[src/rtl/ival_timer_pkg.sv]
package ival_timer_pkg;

  localparam int unsigned DATA_W   = 32;
  localparam int unsigned NARROW_W = 16;
  localparam int unsigned PRE_W    = 8;

  localparam int unsigned WORD_RELOAD   = 0;
  localparam int unsigned WORD_COUNT    = 1;
  localparam int unsigned WORD_CONTROL  = 2;
  localparam int unsigned WORD_FLAG_CLR = 3;
  localparam int unsigned WORD_RAW      = 4;
  localparam int unsigned WORD_MASKED   = 5;
  localparam int unsigned WORD_DEFER    = 6;

  typedef struct packed {
    logic       run;
    logic       wrap_prog;
    logic       flag_en;
    logic       spare;
    logic [1:0] psel;
    logic       wide;
    logic       stop_zero;
  } tmr_ctrl_t;

  localparam tmr_ctrl_t CTRL_RESET = '{run: 1'b0, wrap_prog: 1'b0, flag_en: 1'b1,
                                       spare: 1'b0, psel: 2'd0, wide: 1'b0,
                                       stop_zero: 1'b0};

  function automatic logic [DATA_W-1:0] width_mask(input logic wide);
    width_mask = wide ? {DATA_W{1'b1}} : {{(DATA_W-NARROW_W){1'b0}}, {NARROW_W{1'b1}}};
  endfunction

endpackage

[src/rtl/ival_decode.sv]
module ival_decode
  import ival_timer_pkg::*;
#(
  parameter int unsigned ADDR_W = 6
) (
  input  logic [ADDR_W-1:0] bus_addr,
  input  logic              bus_wr,
  input  tmr_ctrl_t         ctrl_q,
  input  logic [DATA_W-1:0] reload_q,
  input  logic [DATA_W-1:0] cnt_q,
  input  logic              raw_q,
  output logic              wr_reload,
  output logic              wr_defer,
  output logic              wr_ctrl,
  output logic              wr_clr,
  output logic [DATA_W-1:0] bus_rdata
);

  localparam int unsigned WORD_W = ADDR_W - 2;

  logic [WORD_W-1:0] word;

  assign word = bus_addr[ADDR_W-1:2];

  always_comb begin
    wr_reload = bus_wr && (word == WORD_W'(WORD_RELOAD));
    wr_defer  = bus_wr && (word == WORD_W'(WORD_DEFER));
    wr_ctrl   = bus_wr && (word == WORD_W'(WORD_CONTROL));
    wr_clr    = bus_wr && (word == WORD_W'(WORD_FLAG_CLR));
  end

  always_comb begin
    bus_rdata = '0;
    if (word == WORD_W'(WORD_RELOAD) || word == WORD_W'(WORD_DEFER)) begin
      bus_rdata = reload_q;
    end else if (word == WORD_W'(WORD_COUNT)) begin
      bus_rdata = cnt_q;
    end else if (word == WORD_W'(WORD_CONTROL)) begin
      bus_rdata = {{(DATA_W-8){1'b0}}, ctrl_q};
    end else if (word == WORD_W'(WORD_RAW)) begin
      bus_rdata = {{(DATA_W-1){1'b0}}, raw_q};
    end else if (word == WORD_W'(WORD_MASKED)) begin
      bus_rdata = {{(DATA_W-1){1'b0}}, raw_q & ctrl_q.flag_en};
    end
  end

endmodule

[src/rtl/ival_prescaler.sv]
module ival_prescaler
  import ival_timer_pkg::*;
(
  input  logic       clk,
  input  logic       rst_n,
  input  logic       run,
  input  logic       restart,
  input  logic [1:0] psel,
  output logic       tick
);

  localparam logic [PRE_W-1:0] LIM_DIV16  = PRE_W'(15);
  localparam logic [PRE_W-1:0] LIM_DIV256 = PRE_W'(255);

  logic [PRE_W-1:0] phase_q;
  logic [PRE_W-1:0] phase_d;
  logic [PRE_W-1:0] limit;

  always_comb begin
    unique case (psel)
      2'd1:    limit = LIM_DIV16;
      2'd2:    limit = LIM_DIV256;
      default: limit = '0;
    endcase
  end

  assign tick = run && (phase_q == limit);

  always_comb begin
    if (restart || !run || tick) begin
      phase_d = '0;
    end else begin
      phase_d = phase_q + PRE_W'(1);
    end
  end

  always_ff @(posedge clk or negedge rst_n) begin
    if (!rst_n) begin
      phase_q <= '0;
    end else begin
      phase_q <= phase_d;
    end
  end

endmodule

[src/rtl/ival_counter.sv]
module ival_counter
  import ival_timer_pkg::*;
(
  input  logic              clk,
  input  logic              rst_n,
  input  logic              tick,
  input  logic              wr_reload,
  input  logic [DATA_W-1:0] wdata,
  input  logic [DATA_W-1:0] reload_q,
  input  tmr_ctrl_t         ctrl_q,
  output logic [DATA_W-1:0] cnt_q,
  output logic              hit_zero
);

  logic [DATA_W-1:0] cnt_d;
  logic [DATA_W-1:0] mask;
  logic [DATA_W-1:0] wrap_val;
  logic              at_zero;

  assign mask    = width_mask(ctrl_q.wide);
  assign at_zero = (cnt_q == '0);

  assign hit_zero = tick && !wr_reload && (cnt_q == DATA_W'(1));

  always_comb begin
    if (ctrl_q.wrap_prog) begin
      wrap_val = reload_q & mask;
    end else begin
      wrap_val = mask;
    end
  end

  always_comb begin
    cnt_d = cnt_q;
    if (wr_reload) begin
      cnt_d = wdata & mask;
    end else if (tick) begin
      if (at_zero) begin
        if (!ctrl_q.stop_zero) begin
          cnt_d = wrap_val;
        end
      end else begin
        cnt_d = (cnt_q - DATA_W'(1)) & mask;
      end
    end
  end

  always_ff @(posedge clk or negedge rst_n) begin
    if (!rst_n) begin
      cnt_q <= '0;
    end else begin
      cnt_q <= cnt_d;
    end
  end

endmodule

[src/rtl/ival_regs.sv]
module ival_regs
  import ival_timer_pkg::*;
(
  input  logic              clk,
  input  logic              rst_n,
  input  logic              wr_reload,
  input  logic              wr_defer,
  input  logic              wr_ctrl,
  input  logic              wr_clr,
  input  logic              hit_zero,
  input  logic [DATA_W-1:0] wdata,
  output tmr_ctrl_t         ctrl_q,
  output logic [DATA_W-1:0] reload_q,
  output logic              raw_q
);

  tmr_ctrl_t         ctrl_d;
  logic [DATA_W-1:0] reload_d;
  logic              raw_d;
  logic              reload_en;

  assign reload_en = wr_reload || wr_defer;

  always_comb begin
    ctrl_d   = wr_ctrl ? tmr_ctrl_t'(wdata[7:0]) : ctrl_q;
    reload_d = reload_en ? wdata : reload_q;
    if (hit_zero) begin
      raw_d = 1'b1;
    end else if (wr_clr) begin
      raw_d = 1'b0;
    end else begin
      raw_d = raw_q;
    end
  end

  always_ff @(posedge clk or negedge rst_n) begin
    if (!rst_n) begin
      ctrl_q   <= CTRL_RESET;
      reload_q <= '0;
      raw_q    <= 1'b0;
    end else begin
      ctrl_q   <= ctrl_d;
      reload_q <= reload_d;
      raw_q    <= raw_d;
    end
  end

endmodule

[src/rtl/ival_timer.sv]
module ival_timer
  import ival_timer_pkg::*;
#(
  parameter int unsigned ADDR_W = 6
) (
  input  logic              clk,
  input  logic              rst_n,
  input  logic [ADDR_W-1:0] bus_addr,
  input  logic              bus_wr,
  input  logic [31:0]       bus_wdata,
  output logic [31:0]       bus_rdata,
  output logic              irq_o
);

  logic              rst_meta_n;
  logic              rst_sync_n;
  tmr_ctrl_t         ctrl_q;
  logic [DATA_W-1:0] reload_q;
  logic [DATA_W-1:0] cnt_q;
  logic              raw_q;
  logic              wr_reload;
  logic              wr_defer;
  logic              wr_ctrl;
  logic              wr_clr;
  logic              tick;
  logic              hit_zero;

  // Reset asserts at once and releases after two clock edges.
  always_ff @(posedge clk or negedge rst_n) begin
    if (!rst_n) begin
      rst_meta_n <= 1'b0;
      rst_sync_n <= 1'b0;
    end else begin
      rst_meta_n <= 1'b1;
      rst_sync_n <= rst_meta_n;
    end
  end

  ival_decode #(.ADDR_W(ADDR_W)) u_decode (
    .bus_addr  (bus_addr),
    .bus_wr    (bus_wr),
    .ctrl_q    (ctrl_q),
    .reload_q  (reload_q),
    .cnt_q     (cnt_q),
    .raw_q     (raw_q),
    .wr_reload (wr_reload),
    .wr_defer  (wr_defer),
    .wr_ctrl   (wr_ctrl),
    .wr_clr    (wr_clr),
    .bus_rdata (bus_rdata)
  );

  ival_prescaler u_pre (
    .clk     (clk),
    .rst_n   (rst_sync_n),
    .run     (ctrl_q.run),
    .restart (wr_ctrl),
    .psel    (ctrl_q.psel),
    .tick    (tick)
  );

  ival_counter u_cnt (
    .clk       (clk),
    .rst_n     (rst_sync_n),
    .tick      (tick),
    .wr_reload (wr_reload),
    .wdata     (bus_wdata),
    .reload_q  (reload_q),
    .ctrl_q    (ctrl_q),
    .cnt_q     (cnt_q),
    .hit_zero  (hit_zero)
  );

  ival_regs u_regs (
    .clk       (clk),
    .rst_n     (rst_sync_n),
    .wr_reload (wr_reload),
    .wr_defer  (wr_defer),
    .wr_ctrl   (wr_ctrl),
    .wr_clr    (wr_clr),
    .hit_zero  (hit_zero),
    .wdata     (bus_wdata),
    .ctrl_q    (ctrl_q),
    .reload_q  (reload_q),
    .raw_q     (raw_q)
  );

  assign irq_o = raw_q & ctrl_q.flag_en;

endmodule

[config.mk]
export PLATFORM = sky130hd
export DESIGN_NAME = ival_timer
export DESIGN_NICKNAME = d
export VERILOG_FILES = /design/src/rtl/ival_timer_pkg.sv /design/src/rtl/ival_decode.sv /design/src/rtl/ival_prescaler.sv /design/src/rtl/ival_counter.sv /design/src/rtl/ival_regs.sv /design/src/rtl/ival_timer.sv
export SDC_FILE = /design/constraint.sdc
export NUM_CORES = 1
export LEC_CHECK = 0
export CAP_MARGIN = 20
export CORE_AREA = 2 2 108 110
export CTS_CLUSTER_DIAMETER = 30
export CTS_CLUSTER_SIZE = 20
export DETAILED_ROUTE_END_ITERATION = 10
export DIE_AREA = 0 0 110 112
export DONT_BUFFER_PORTS = 1
export PLACE_DENSITY = 0.56
export RECOVER_POWER = 25
export SYNTH_ARGS = -nofsm -noshare
export SYNTH_HDL_FRONTEND = slang
export SYNTH_SLANG_ARGS = --single-unit
[constraint.sdc]
create_clock -name clk -period 6.6 [get_ports clk]
set_input_delay 1.32 -clock clk [delete_from_list [all_inputs] [get_ports clk]]
set_output_delay 1.32 -clock clk [all_outputs]
set_load 0.005 [all_outputs]
== Word level (Yosys, flattened, before mapping) ==
Index checks and enable logic that the tools add are counted.
Storage, ports and cells
  logic and storage cells: 63
  bits in writable memories: 0
  ROM bits: 0
  memories kept: 0
  output and inout bits: 33
  latch bits: 0
  input bits: 41
  bits in registers: 83
Operators by class
  add/sub/neg operators: 2
  div/mod/pow operators: 0
  bitwise operators: 4
  $lt $le $gt $ge: 0
  reductions and logical operators: 18
  shift operators: 0
  multipliers: 0
  equality and inequality tests: 11
  mux-type cells: 15
Operators by type and width (number)
  32-bit two-way mux: 10
  32-bit AND: 3
  32-bit by 1-bit equality test with 1-bit output, second input constant: 1
  32-bit zero test: 1
  32-bit by 1-bit subtractor with 32-bit output, second input constant: 1
  8-bit one-hot mux with 2 select lines: 1
  4-bit by 3-bit equality test with 1-bit output, second input constant: 3
  8-bit by 1-bit adder with 8-bit output, second input constant: 1
  4-bit by 2-bit equality test with 1-bit output, second input constant: 2
  8-bit equality test: 1
  8-bit two-way mux: 1
  1-bit logical AND: 7
  4-bit by 1-bit equality test with 1-bit output, second input constant: 1
  4-bit zero test: 1
  1-bit logical OR: 4
  2-bit nonzero test: 2
  1-bit two-way mux: 3
  3-bit inequality test, second input constant: 1
  2-bit by 1-bit equality test with 1-bit output, second input constant: 1
  2-bit equality test, second input constant: 1
  1-bit zero test: 2
  2-bit AND reduction: 1
  1-bit AND: 1

== Depth between registers and ports, before layout ==
  depth after elaboration: 7
  mapped depth: 10
  gate-level depth less buffers: 8

== Cells and area by module ==
A second synthesis with hierarchy kept.
Second synthesis, totals
  cell total of the unflattened synthesis: 521
  area, all modules: 5227.5 µm²
By module, submodules not included
  ival_counter: cells an instance 316, instances 1, area each 2567.5 µm²
  ival_regs: cells an instance 88, instances 1, area each 1554.0 µm²
  ival_decode: cells an instance 68, instances 1, area each 575.6 µm²
  ival_prescaler: cells an instance 45, instances 1, area each 470.5 µm²
  ival_timer: cells an instance 4, instances 1, area each 60.1 µm²

== Worst setup path before layout ==
No wires, ideal clock.
  path kind: input -> output
  start: input port bus_addr[3]
  end: output port bus_rdata[6]
  cell stages on the path: 6
  required time: 5280 ps
  slack: 2777 ps
  path buffers: 2
  arrival time: 2503 ps
  cell sequence: clkbuf_1 > xor2_1 > nor3_1 > clkbuf_1 > a222oi_1 > inv_1
On the way
  word-level cells in the longest chain between the ends: 4
Ends and longest elaborated chain
  start: declaration: line ival_timer.sv:8  | input logic [ADDR_W-1:0] bus_addr,
  4-bit by 2-bit equality test with 1-bit output: line ival_decode.sv:38  | end else if (word == WORD_W'(WORD_CONTROL)) begin
  32-bit two-way mux: line ival_decode.sv:38
  32-bit two-way mux: line ival_decode.sv:36  | end else if (word == WORD_W'(WORD_COUNT)) begin
  32-bit two-way mux *: line ival_decode.sv:34  | if (word == WORD_W'(WORD_RELOAD) || word == WORD_W'(WORD_DEFER)) begin
  end: declaration: line ival_timer.sv:11  | output logic [31:0] bus_rdata,
Mark *: on every way between the ends. The rest lies on a longest branch, timed or not.

== Worst setup path in the final report ==
  start: input port bus_addr[4]
  end: output port bus_rdata[0]
On the way
  word-level cells in the longest chain between the ends: 6
Ends and longest elaborated chain
  4-bit by 3-bit equality test with 1-bit output: line ival_decode.sv:42  | end else if (word == WORD_W'(WORD_MASKED)) begin
  1-bit two-way mux: line ival_decode.sv:42
  32-bit two-way mux: line ival_decode.sv:40  | end else if (word == WORD_W'(WORD_RAW)) begin
  32-bit two-way mux: line ival_decode.sv:38
  32-bit two-way mux: line ival_decode.sv:36
  32-bit two-way mux *: line ival_decode.sv:34
Marks and branches as above.

==> metrics.log <==
INFO  metric cts-buffers-inserted = 9
INFO  metric internal_power_summed_over_all_cells = 1.20 mW
INFO  metric violated_checks = max-capacitance violations, max-slew violations
INFO  metric post_cts_resized = 0
INFO  metric synthesis.yosys.warnings = 0
INFO  metric timing.setup.critical_path_class = in2out
INFO  metric die-height = 112 microns
INFO  metric pin_count = 74
INFO  metric grt_setup_unrepaired = false
INFO  metric remaining_drc_errors = 0
INFO  metric cts.clk_slew.worst_paths = 60 ps
INFO  metric synth_largest_type_area_fraction = 0.419
INFO  metric grt_overflow_total = 0
INFO  metric hold_critical_path_depth = 0
INFO  metric area_growth_syn_to_layout = 8.18%
INFO  metric critPathCaptureType = output port
INFO  metric tns = 0 ps
INFO  metric hold_buffer_count_at_cts = 0
INFO  metric netSwitchingFraction = 0.346
INFO  metric syn_area_per_cell = 9.45 sq um
INFO  metric top_post_synthesis_cells_by_count = dfrtp_1 (82), nor2_1 (47), nand2_1 (45), mux2_2 (40), a22o_1 (29)
INFO  metric worst_slack = 2630 ps
INFO  metric grt_pass1_vias = 4,215
INFO  metric floorplan.initialDensity = 0.438
INFO  metric edff_count_synth = 0
INFO  metric multiInputGateArea = 2590 sq um
INFO  metric synth.lib_cells_used.distinct = 63
INFO  metric portBuffers = 0
INFO  metric finalMaxSlewViolations = 84
INFO  metric worst_ep_arrival_time = 2650 ps
INFO  metric finalWeightedCongestion = 0.854
INFO  metric worst_clock_skew = 10.7 ps
INFO  metric design.core.area = 11,200 sq um
INFO  metric grt_pass1_wl = 22.3 mm
INFO  metric rr_worst_depth = 1
INFO  metric route.vias.total = 4,126
INFO  metric rows = 39
INFO  metric timing.critical_path.required = 5280 ps
INFO  metric globalRouteTotalUtil = 0.237
INFO  metric period_needed = 3970 ps
INFO  metric power_switching = 0.634 mW
INFO  metric net_count_synth = 563
INFO  metric totalPowerFinal = 1.83 mW
INFO  metric overall_die_area = 12,300 sq um
INFO  metric initial_antenna_violation_count = 0
INFO  metric run_status = finished with violations
INFO  metric via_per_inst = 6.35
INFO  metric clkLatencyLatePin = 350 ps
INFO  metric seq_area = 2080 sq um
INFO  metric synthMostInstantiatedCell = dfrtp_1
INFO  metric clock.fmax = 252 MHz
INFO  metric finish.cell_count_without_fillers = 650
INFO  metric htree_levels = 3
INFO  metric placed_cells_incl_taps = 633
INFO  metric worst_slew_margin_rel = -0.624
INFO  metric asyncSetResetFlopFracSynth = 1.00
INFO  metric p_clk_frac = 0.306
INFO  metric route.antenna.remaining_nets = 0
INFO  metric antenna_cells = 0
INFO  metric drt-pass1-iter-count = 5
INFO  metric post-dp-hpwl = 9.11 mm
INFO  metric pre_cts_slack = 2610 ps
INFO  metric layout.cell_area.non_filler = 5300 sq um
INFO  metric yosys_register_bits = 83
INFO  metric hold_class = reg2reg
INFO  metric wl_per_cell = 21.2 microns
INFO  metric power_frac_comb = 0.253
INFO  metric area_post_placement = 4970 sq um
INFO  metric power.leakage = 2.17 nW
INFO  metric pwr_density_cell = 346 nW/um^2
INFO  metric wl = 13.8 mm
INFO  metric maximum_number_of_pins_on_one_net_before_global_route_repair = 82
INFO  metric max_slew.worst_pin.slew = 2440 ps
INFO  metric finalNetCount = 547
INFO  metric post_cts.repair.setup_buffers = 0
INFO  metric setup_viol = 0
INFO  metric cts.sinks = 83
INFO  metric start_kind = input pin
INFO  metric top_area_cells_in_the_synthesized_netlist = dfrtp_1 (42%), mux2_2 (9.2%), a22o_1 (5.2%)
INFO  metric die-width = 110 microns
INFO  metric ir_drop = 130 uV
INFO  metric timing.final.crit_share = 0.602
INFO  metric synth_seq_area_share = 0.424
INFO  metric max-clock-path-buffers = 2
INFO  metric synth_ff_type = dfrtp_1
INFO  metric syn_inst = 518
INFO  metric final_util = 0.474
INFO  metric summed_instance_area_of_the_synthesized_netlist = 4900 sq um
INFO  metric fin_hold_ws = 350 ps
INFO  metric clock_tree.root_cell = clkbuf_16
INFO  metric critPathMaxFanout = 9
INFO  metric share_of_power_burned_in_registers = 0.441
INFO  metric tritoncts = yes
INFO  metric max-cap-violations = 2
INFO  metric detail_route.iter0.violations = 286
INFO  metric timing_hold_violations_final = 0
INFO  metric synth.largest_area_cell = dfrtp_1
INFO  metric fill_cells = 1,064
INFO  metric layout-drive-gt1-share = 0.144
state kept, by name, summed over array words and instances (netlist names):
register,count
u_cnt.cnt_q,32
u_regs.reload_q,32
u_pre.phase_q,8
u_regs.ctrl_q,8
rst_meta_n,1
rst_sync_n,1
u_regs.raw_q,1
critical path, stage by stage:
cell and delay, ps:
nor2_1 240, nand2_1 90, nor2_1 560, a221oi_1 200, a21oi_1 230
routing by layer:
metal | up-vias | part of all wire | wire length [microns] | track usage
li1 | 1913 | - | - | -
met4 | 0 | 0.024 | 337 | 0.108
met5 | - | 0 | 0 | 0
met2 | 107 | 0.48 | 6580 | 0.366
met1 | 2082 | 0.44 | 6000 | 0.317
met3 | 24 | 0.062 | 847 | 0.0486
path summary, 6_finish.rpt:
path	startpoint	end	slack [ps]
max in group asynchronous	rst_sync_n	u_cnt.cnt_q[18]	2970
min reg2reg	rst_meta_n	rst_sync_n	350
min in group asynchronous	rst_sync_n	u_regs.reload_q[8]	650
max reg2reg	rst_sync_n	u_cnt.cnt_q[18]	2970
min	rst_meta_n	rst_sync_n	350
max	bus_addr[4]	bus_rdata[0]	2630
power groups by stage:
stage / combinational [mW] / sequential [mW] / clock (mW)
2_1_floorplan: 0.400 / 0.745 / 0
5_1_grt: 0.518 / 0.831 / 0.594
4_1_cts: 0.458 / 0.810 / 0.573
3_3_place_gp: 0.446 / 0.814 / 0
6_report: 0.463 / 0.808 / 0.561
3_5_place_dp: 0.457 / 0.818 / 0
cell families after synthesis:
kind of cell	synth area share
XOR/XNOR	0.0286
multiplexers	0.100
other	0.000766
flip-flops	0.424
AO/OA/AOI/OAI	0.205
AND/OR/NAND/NOR	0.181
buffers and inverters	0.0496
adder cells (fa/ha/maj)	0.0102
layout make-up:
type,count,share of cell area
clock buffer,12,0.0484
clock inverter,4,0.0137
inverter,20,0.0142
multi-input combinational,381,0.488
sequential,83,0.392
tap,143,0.0338
timing repair buffer,7,0.00921
layout by cell type (no fill, tap or decap), drive strengths merged, types with 7 or more instances in the layout:
| cell | n |
|---|---|
| nor4 | 9 |
| a222oi | 7 |
| or4 | 10 |
| xor2 | 7 |
| nand3 | 17 |
| inv | 20 |
| nor2 | 47 |
| o21ai | 22 |
| a22o | 29 |
| a21oi | 22 |
| a31oi | 11 |
| dfrtp | 82 |
| xnor2 | 9 |
| clkbuf | 13 |
| mux2 | 40 |
| nor3 | 21 |
| nand2 | 45 |
| or3 | 8 |
(Power assumes the default switching activity.)
